### config.mk
export PLATFORM = sky130hd
export DESIGN_NAME = edge_irq_unit
export DESIGN_NICKNAME = d
export VERILOG_FILES = /design/src/rtl/edge_irq_pkg.sv /design/src/rtl/edge_irq_ctrl.sv /design/src/rtl/edge_irq_datapath.sv /design/src/rtl/edge_irq_unit.sv
export SDC_FILE = /design/constraint.sdc
export NUM_CORES = 1
export LEC_CHECK = 0
export BUFFER_PORTS_ARGS = -buffer_cell sky130_fd_sc_hd__buf_2
export CAP_MARGIN = 20
export CORE_ASPECT_RATIO = 1.75
export CORE_MARGIN = 4
export CORE_UTILIZATION = 25
export DETAILED_ROUTE_END_ITERATION = 16
export PLACE_DENSITY = 0.48
export SLEW_MARGIN = 25
export SYNTH_ARGS = -nofsm -noshare
export SYNTH_HDL_FRONTEND = slang
export SYNTH_SLANG_ARGS = --single-unit
### constraint.sdc
create_clock -name clk -period 3.6 [get_ports clk]
set_input_delay 0.36 -clock clk [delete_from_list [all_inputs] [get_ports clk]]
set_output_delay 0.36 -clock clk [all_outputs]
set_load 0.05 [all_outputs]
### src/rtl/edge_irq_pkg.sv
package edge_irq_pkg;
  localparam logic [7:0] OFF_EVT   = 8'h0C;
  localparam logic [7:0] OFF_MASK  = 8'h10;
  localparam logic [7:0] OFF_CFGLO = 8'h14;
  localparam logic [7:0] OFF_CFGHI = 8'h18;

  typedef struct packed {
    logic evClr;
    logic maskWr;
    logic cfgLoWr;
    logic cfgHiWr;
  } regStrobe_t;

  typedef enum logic [2:0] {
    RD_NONE, RD_EVT, RD_MASK, RD_CFGLO, RD_CFGHI
  } rdSel_e;
endpackage

### src/rtl/edge_irq_ctrl.sv
module edge_irq_ctrl
  import edge_irq_pkg::*;
#(
  parameter int ADDR_W      = 5,
  parameter bit TWO_BIT_CFG = 1'b0
) (
  input  logic [ADDR_W-1:0] regAddr,
  input  logic              regWrEn,
  output regStrobe_t        strb,
  output rdSel_e            rdSel
);
  logic hitEvt, hitMask, hitLo, hitHi;

  assign hitEvt  = (regAddr == ADDR_W'(OFF_EVT));
  assign hitMask = (regAddr == ADDR_W'(OFF_MASK));
  assign hitLo   = (regAddr == ADDR_W'(OFF_CFGLO));
  assign hitHi   = TWO_BIT_CFG && (regAddr == ADDR_W'(OFF_CFGHI));

  always_comb begin
    strb.evClr   = regWrEn && hitEvt;
    strb.maskWr  = regWrEn && hitMask;
    strb.cfgLoWr = regWrEn && hitLo;
    strb.cfgHiWr = regWrEn && hitHi;
    if (hitEvt)       rdSel = RD_EVT;
    else if (hitMask) rdSel = RD_MASK;
    else if (hitLo)   rdSel = RD_CFGLO;
    else if (hitHi)   rdSel = RD_CFGHI;
    else              rdSel = RD_NONE;
  end
endmodule

### src/rtl/edge_irq_datapath.sv
module edge_irq_datapath
  import edge_irq_pkg::*;
#(
  parameter int LINES       = 32,
  parameter bit TWO_BIT_CFG = 1'b0
) (
  input  logic             clk,
  input  logic             rstN,
  input  logic [LINES-1:0] pinIn,
  input  regStrobe_t       strb,
  input  rdSel_e           rdSel,
  input  logic [LINES-1:0] wrData,
  output logic [LINES-1:0] rdData,
  output logic             irqOut
);
  localparam int HALF = LINES / 2;

  logic [LINES-1:0] syncA, syncB, prevB;
  logic [LINES-1:0] evReg, maskReg, cfgLo, cfgHi;
  logic [LINES-1:0] hit;   // indexed by register bit position

  always_ff @(posedge clk) begin
    if (!rstN) begin
      syncA <= '0;
      syncB <= '0;
      prevB <= '0;
    end else begin
      syncA <= pinIn;
      syncB <= syncA;
      prevB <= syncB;
    end
  end

  for (genvar n = 0; n < LINES; n++) begin : g_line
    localparam int B = LINES - 1 - n;
    logic riseEn, fallEn, isRise, isFall;
    assign isRise = syncB[n] & ~prevB[n];
    assign isFall = ~syncB[n] & prevB[n];
    if (TWO_BIT_CFG) begin : g_wide
      logic [1:0] code;
      if (n < HALF) begin : g_lo
        assign code = cfgLo[(HALF-1-n)*2 +: 2];
      end else begin : g_hi
        assign code = cfgHi[(HALF-1-(n-HALF))*2 +: 2];
      end
      assign riseEn = (code == 2'd0) || (code == 2'd1);
      assign fallEn = (code == 2'd0) || (code == 2'd2);
    end else begin : g_narrow
      assign riseEn = ~cfgLo[B];
      assign fallEn = 1'b1;
    end
    assign hit[B] = (riseEn & isRise) | (fallEn & isFall);
  end

  always_ff @(posedge clk) begin
    if (!rstN) begin
      evReg   <= '0;
      maskReg <= '0;
      cfgLo   <= '0;
      cfgHi   <= '0;
    end else begin
      evReg <= (evReg & ~(strb.evClr ? wrData : '0)) | hit;
      if (strb.maskWr)  maskReg <= wrData;
      if (strb.cfgLoWr) cfgLo   <= wrData;
      if (strb.cfgHiWr) cfgHi   <= wrData;
    end
  end

  always_comb begin
    unique case (rdSel)
      RD_EVT:   rdData = evReg;
      RD_MASK:  rdData = maskReg;
      RD_CFGLO: rdData = cfgLo;
      RD_CFGHI: rdData = cfgHi;
      default:  rdData = '0;
    endcase
  end

  assign irqOut = |(evReg & maskReg);


  evt_sticky_chk: assert property (@(posedge clk) disable iff (!rstN)
    !strb.evClr |=> (($past(evReg) & ~evReg) == '0));

  evt_clear_chk: assert property (@(posedge clk) disable iff (!rstN)
    (strb.evClr && hit == '0) |=> ((evReg & $past(wrData)) == '0));

  edge_wins_chk: assert property (@(posedge clk) disable iff (!rstN)
    (hit != '0) |=> ((evReg & $past(hit)) == $past(hit)));

  mask_hold_chk: assert property (@(posedge clk) disable iff (!rstN)
    !strb.maskWr |=> $stable(maskReg));

  cfg_hold_chk: assert property (@(posedge clk) disable iff (!rstN)
    !strb.cfgHiWr |=> $stable(cfgHi));
endmodule

### src/rtl/edge_irq_unit.sv
module edge_irq_unit
  import edge_irq_pkg::*;
#(
  parameter int LINES       = 32,
  parameter int ADDR_W      = 5,
  parameter bit TWO_BIT_CFG = 1'b0
) (
  input  logic              clk,
  input  logic              rstN,
  input  logic [LINES-1:0]  pinIn,
  input  logic [ADDR_W-1:0] regAddr,
  input  logic              regWrEn,
  input  logic [LINES-1:0]  regWrData,
  output logic [LINES-1:0]  regRdData,
  output logic              irqOut
);
  regStrobe_t strb;
  rdSel_e     rdSel;

  edge_irq_ctrl #(.ADDR_W(ADDR_W), .TWO_BIT_CFG(TWO_BIT_CFG)) u_ctrl (
    .regAddr(regAddr), .regWrEn(regWrEn), .strb(strb), .rdSel(rdSel)
  );

  edge_irq_datapath #(.LINES(LINES), .TWO_BIT_CFG(TWO_BIT_CFG)) u_dp (
    .clk(clk), .rstN(rstN), .pinIn(pinIn), .strb(strb), .rdSel(rdSel),
    .wrData(regWrData), .rdData(regRdData), .irqOut(irqOut)
  );
endmodule

==> run summary <==
OUTCOME
-------------------------------------------------------------------------------------
Status                                                                   finished clean

STA
-------------------------------------------------------------------------------------
Part of the cycle the worst path needs                                          68.8%
RSZ-0062 raised after global routing                                               no
Pin slew with the least headroom to its limit                                0.948 ns
Final total negative setup slack                                                 0 ns
Final critical path time including I/O delays and setup                       2.48 ns
Setup Skew                                                                 0.00587 ns
Number of setup violations in the final report                                      0
Maximum operating frequency                                                   404 MHz
Final number of hold-violating endpoints                                            0
Slew headroom                                                                   36.8%
Worst Hold Slack                                                             0.119 ns
Final worst-path setup slack                                                  1.12 ns
Number of pins exceeding their max-slew limit in the final report                   0

ROUTE
-------------------------------------------------------------------------------------
Avg WL per Cell                                                               18.6 um
Total number of vias                                                             6062
DR pass1 iterations                                                                 5
Total length of routed wires                                                  23.7 mm
DRC errors left                                                                     0
Via/cell ratio                                                                   4.76
Residual antenna-violating net count after detailed routing                         0
Count of routing violations after the opening detailed-route iteration            521

WORST SETUP PATH
-------------------------------------------------------------------------------------
Data required time of the worst path                                          3.24 ns
Largest fanout on the critical path                                                 3
Kind of end point of the critical path                                   primary output
Top delay family on crit path                                            simple AND/OR/NAND/NOR gates
Stage delay of the slowest cell on the critical path                          0.59 ns
Classification of the worst setup path                                   register to primary output
Capturing element of the worst setup path                                      irqOut
Logic depth of the worst path, buffers included                                     4
Worst-path cell with the longest stage delay                             sky130_fd_sc_hd__or4_1
Data arrival time at the worst-slack endpoint                                 2.12 ns
Register-to-register setup slack                                              2.66 ns
CP startpoint kind                                                           register
Endpoint of the lowest-slack register-to-register path                   u_dp.evReg[30]
Count of buffering cells on the critical path with inverters included               1
Source of the worst register-to-register timing path                     u_dp.syncB[1]
Cells traversed along the worst timing path                              a22oi_1, nand4_1, or4_1, buf_2
Origin of the worst setup path                                           u_dp.maskReg[24]
Number of cell instances on the worst register-to-register path                     3

GLOBAL ROUTE
-------------------------------------------------------------------------------------
Initial antenna violation count                                                     3
Maximum number of pins on one net before global-route repair                      118
Gr usage total                                                                  14.1%
First-pass GRT wire length                                                    36.3 mm
Via count of the first global-routing pass                                       6003
GRT overflow                                                                        0

FLOORPLAN
-------------------------------------------------------------------------------------
I/O pin count                                                                     105
Effective utilization at floorplan                                              25.4%
Full die area                                                             0.0335 mm^2
FP Rows                                                                            84
Horiz. Die Dim                                                                 140 um
Core outline area                                                         0.0301 mm^2
Floorplan die height                                                           239 um

LOGIC SYNTHESIS
-------------------------------------------------------------------------------------
Avg Synthesized Cell Area                                                   9.55 um^2
Net count after synthesis                                                         872
Count of flip-flops with a built-in enable after synthesis                          0
Area of the mapped netlist                                               0.00764 mm^2
Ranking of synthesized cells by area                                     sky130_fd_sc_hd__dfxtp_1, sky130_fd_sc_hd__mux2i_1, sky130_fd_sc_hd__and2_1, sky130_fd_sc_hd__a22o_1, sky130_fd_sc_hd__a21boi_0
Async set-or-reset flop fraction in the synthesized netlist                        0%
Most used flip-flop cell after synthesis                                 sky130_fd_sc_hd__dfxtp_1
Biggest area consumer among synthesized cells                            sky130_fd_sc_hd__dfxtp_1
Seq cells post-synth                                                              192
Number of library cell types mapped by synthesis                                   28
Synthesized instance count                                                        800
Seq/Total Area, Yosys                                                           50.3%
Most common cell in the synthesized netlist                              sky130_fd_sc_hd__dfxtp_1
Area share of the largest cell type after synthesis                             50.3%
Ys Warns                                                                            0
Most frequent cells after synthesis                                      sky130_fd_sc_hd__dfxtp_1, sky130_fd_sc_hd__and2_1, sky130_fd_sc_hd__nand2_1, sky130_fd_sc_hd__a22o_1

POWER
-------------------------------------------------------------------------------------
Power per cell area                                                       489 mW/mm^2
Static leakage power                                                       0.00341 uW
Maximum VDD drop                                                           0.000324 V

CLOCK TREE
-------------------------------------------------------------------------------------
Number of cells upsized or downsized after cts                                      0
Deepest level of the CTS H-tree                                                     4
Bufs on Longest Clock Path                                                          2
Buffer type at the clock tree root                                       sky130_fd_sc_hd__clkbuf_16
Buffer count from post-CTS setup fixing                                             0
Sinks on the clock net                                                            192
Number of CTS-inserted buffers                                                     17
Clock tree from TritonCTS                                                       built
Clock insertion delay at the later pin of the skew report                     0.44 ns
Worst-path clk slew                                                           0.07 ns
Post-CTS Hold Fix Bufs                                                              0

PLACE
-------------------------------------------------------------------------------------
Placement-stage worst setup slack                                             1.14 ns
Dpl hpwl                                                                      15.5 mm
Instance area at placement                                               0.00852 mm^2
Port Buf Inserts                                                                  104
Cells after DPL                                                                  1240
RePlAce Congestion                                                              0.787

CELLS AND AREA
-------------------------------------------------------------------------------------
Finished layout cell area                                                0.00912 mm^2
Non-filler cells in the finished layout                                          1274
Area delta synth->final                                                         19.4%
Net count reported at finish                                                      944
Proportion of layout cells with a drive suffix above 1                          17.5%

WORST HOLD PATH
-------------------------------------------------------------------------------------
Worst min-delay path class                                               input port to register
Worst hold stages                                                                   2

JOB
-------------------------------------------------------------------------------------
Max cap viols                                                                       0

-- layout make-up --
cell class | instances | area, um^2
well taps | 387 | 484
fillers | 3253 | 20900
clock inverters | 9 | 105
repair buffers | 120 | 672
diodes | 2 | 5.00
multi-input cells | 541 | 3520
flip-flops and latches | 192 | 3840
clock buffers | 23 | 488
-- through the flow --
| step | power (uW) | utilization, % |
|---|---|---|
| 6_report | 4460 | 30.3 |
| 5_1_grt | 4630 | 30.3 |
| 4_1_cts | 4520 | 30.3 |
| 3_5_place_dp | 2580 | 28.4 |
| 3_3_place_gp | 2580 | 28.4 |
| 2_1_floorplan | 2450 | - |
-- layer usage --
metal  wire, um  global-route usage (%)  share of wire (%)  up-vias
met3        822                    2.62                3.5       36
met4        788                    7.23                3.3        2
li1           -                       -                  -     2950
met2      12000                    24.4                 51      133
met5         15                       0              0.063        -
met1      10000                    16.6                 42     2941
-- worst min path at each step --
stage,from,to,slack [ns]
floorplan,u_dp.syncA[0],u_dp.syncB[0],0.41
global placement,u_dp.syncA[15],u_dp.syncB[15],0.41
detailed placement,u_dp.syncA[25],u_dp.syncB[25],0.42
CTS,pinIn[20],u_dp.syncA[20],0.09
global route,pinIn[8],u_dp.syncA[8],0.11
finish,pinIn[20],u_dp.syncA[20],0.12
-- logic make-up after synthesis --
kind of cell,synth area share [%]
simple gates,18.2
buf+inv,3.87
flops,50.3
compound gates,19.4
mux,8.25
-- flip-flops by register name, summed over array words and instances, names as in the netlist --
name,cells
u_dp.cfgLo,32
u_dp.evReg,32
u_dp.maskReg,32
u_dp.prevB,32
u_dp.syncA,32
u_dp.syncB,32
-- layout by cell type (no fill, tap or decap), drive strengths merged --
| master | netlist | layout |
|---|---|---|
| mux2i | 63 | 63 |
| buf | 11 | 120 |
| nand3 | 63 | 63 |
| nor3b | 2 | 2 |
| nand2 | 65 | 65 |
| a21boi | 63 | 63 |
| a22oi | 16 | 16 |
| nand4 | 4 | 4 |
| a21oi | 1 | 1 |
| or4b | 2 | 2 |
| nor4b | 2 | 2 |
| diode | 0 | 2 |
| nor4 | 1 | 1 |
| clkbuf | 56 | 23 |
| inv | 0 | 1 |
| clkinvlp | 0 | 1 |
| nor2 | 32 | 32 |
| o31ai | 1 | 1 |
| or4 | 1 | 1 |
| clkinv | 0 | 5 |
| dfxtp | 192 | 192 |
| bufinv | 0 | 2 |
| nor2b | 1 | 1 |
| o21ai | 63 | 63 |
| and2 | 97 | 97 |
| a22o | 64 | 64 |
-- report_power, final --
group	internal (uW)	total [uW]	switching (uW)	leakage (uW)
clock	1100	1930	832	0.000293
combinational	114	283	168	0.00155
sequential	2200	2250	50.2	0.00157
Power figures use the tool's default switching activity.
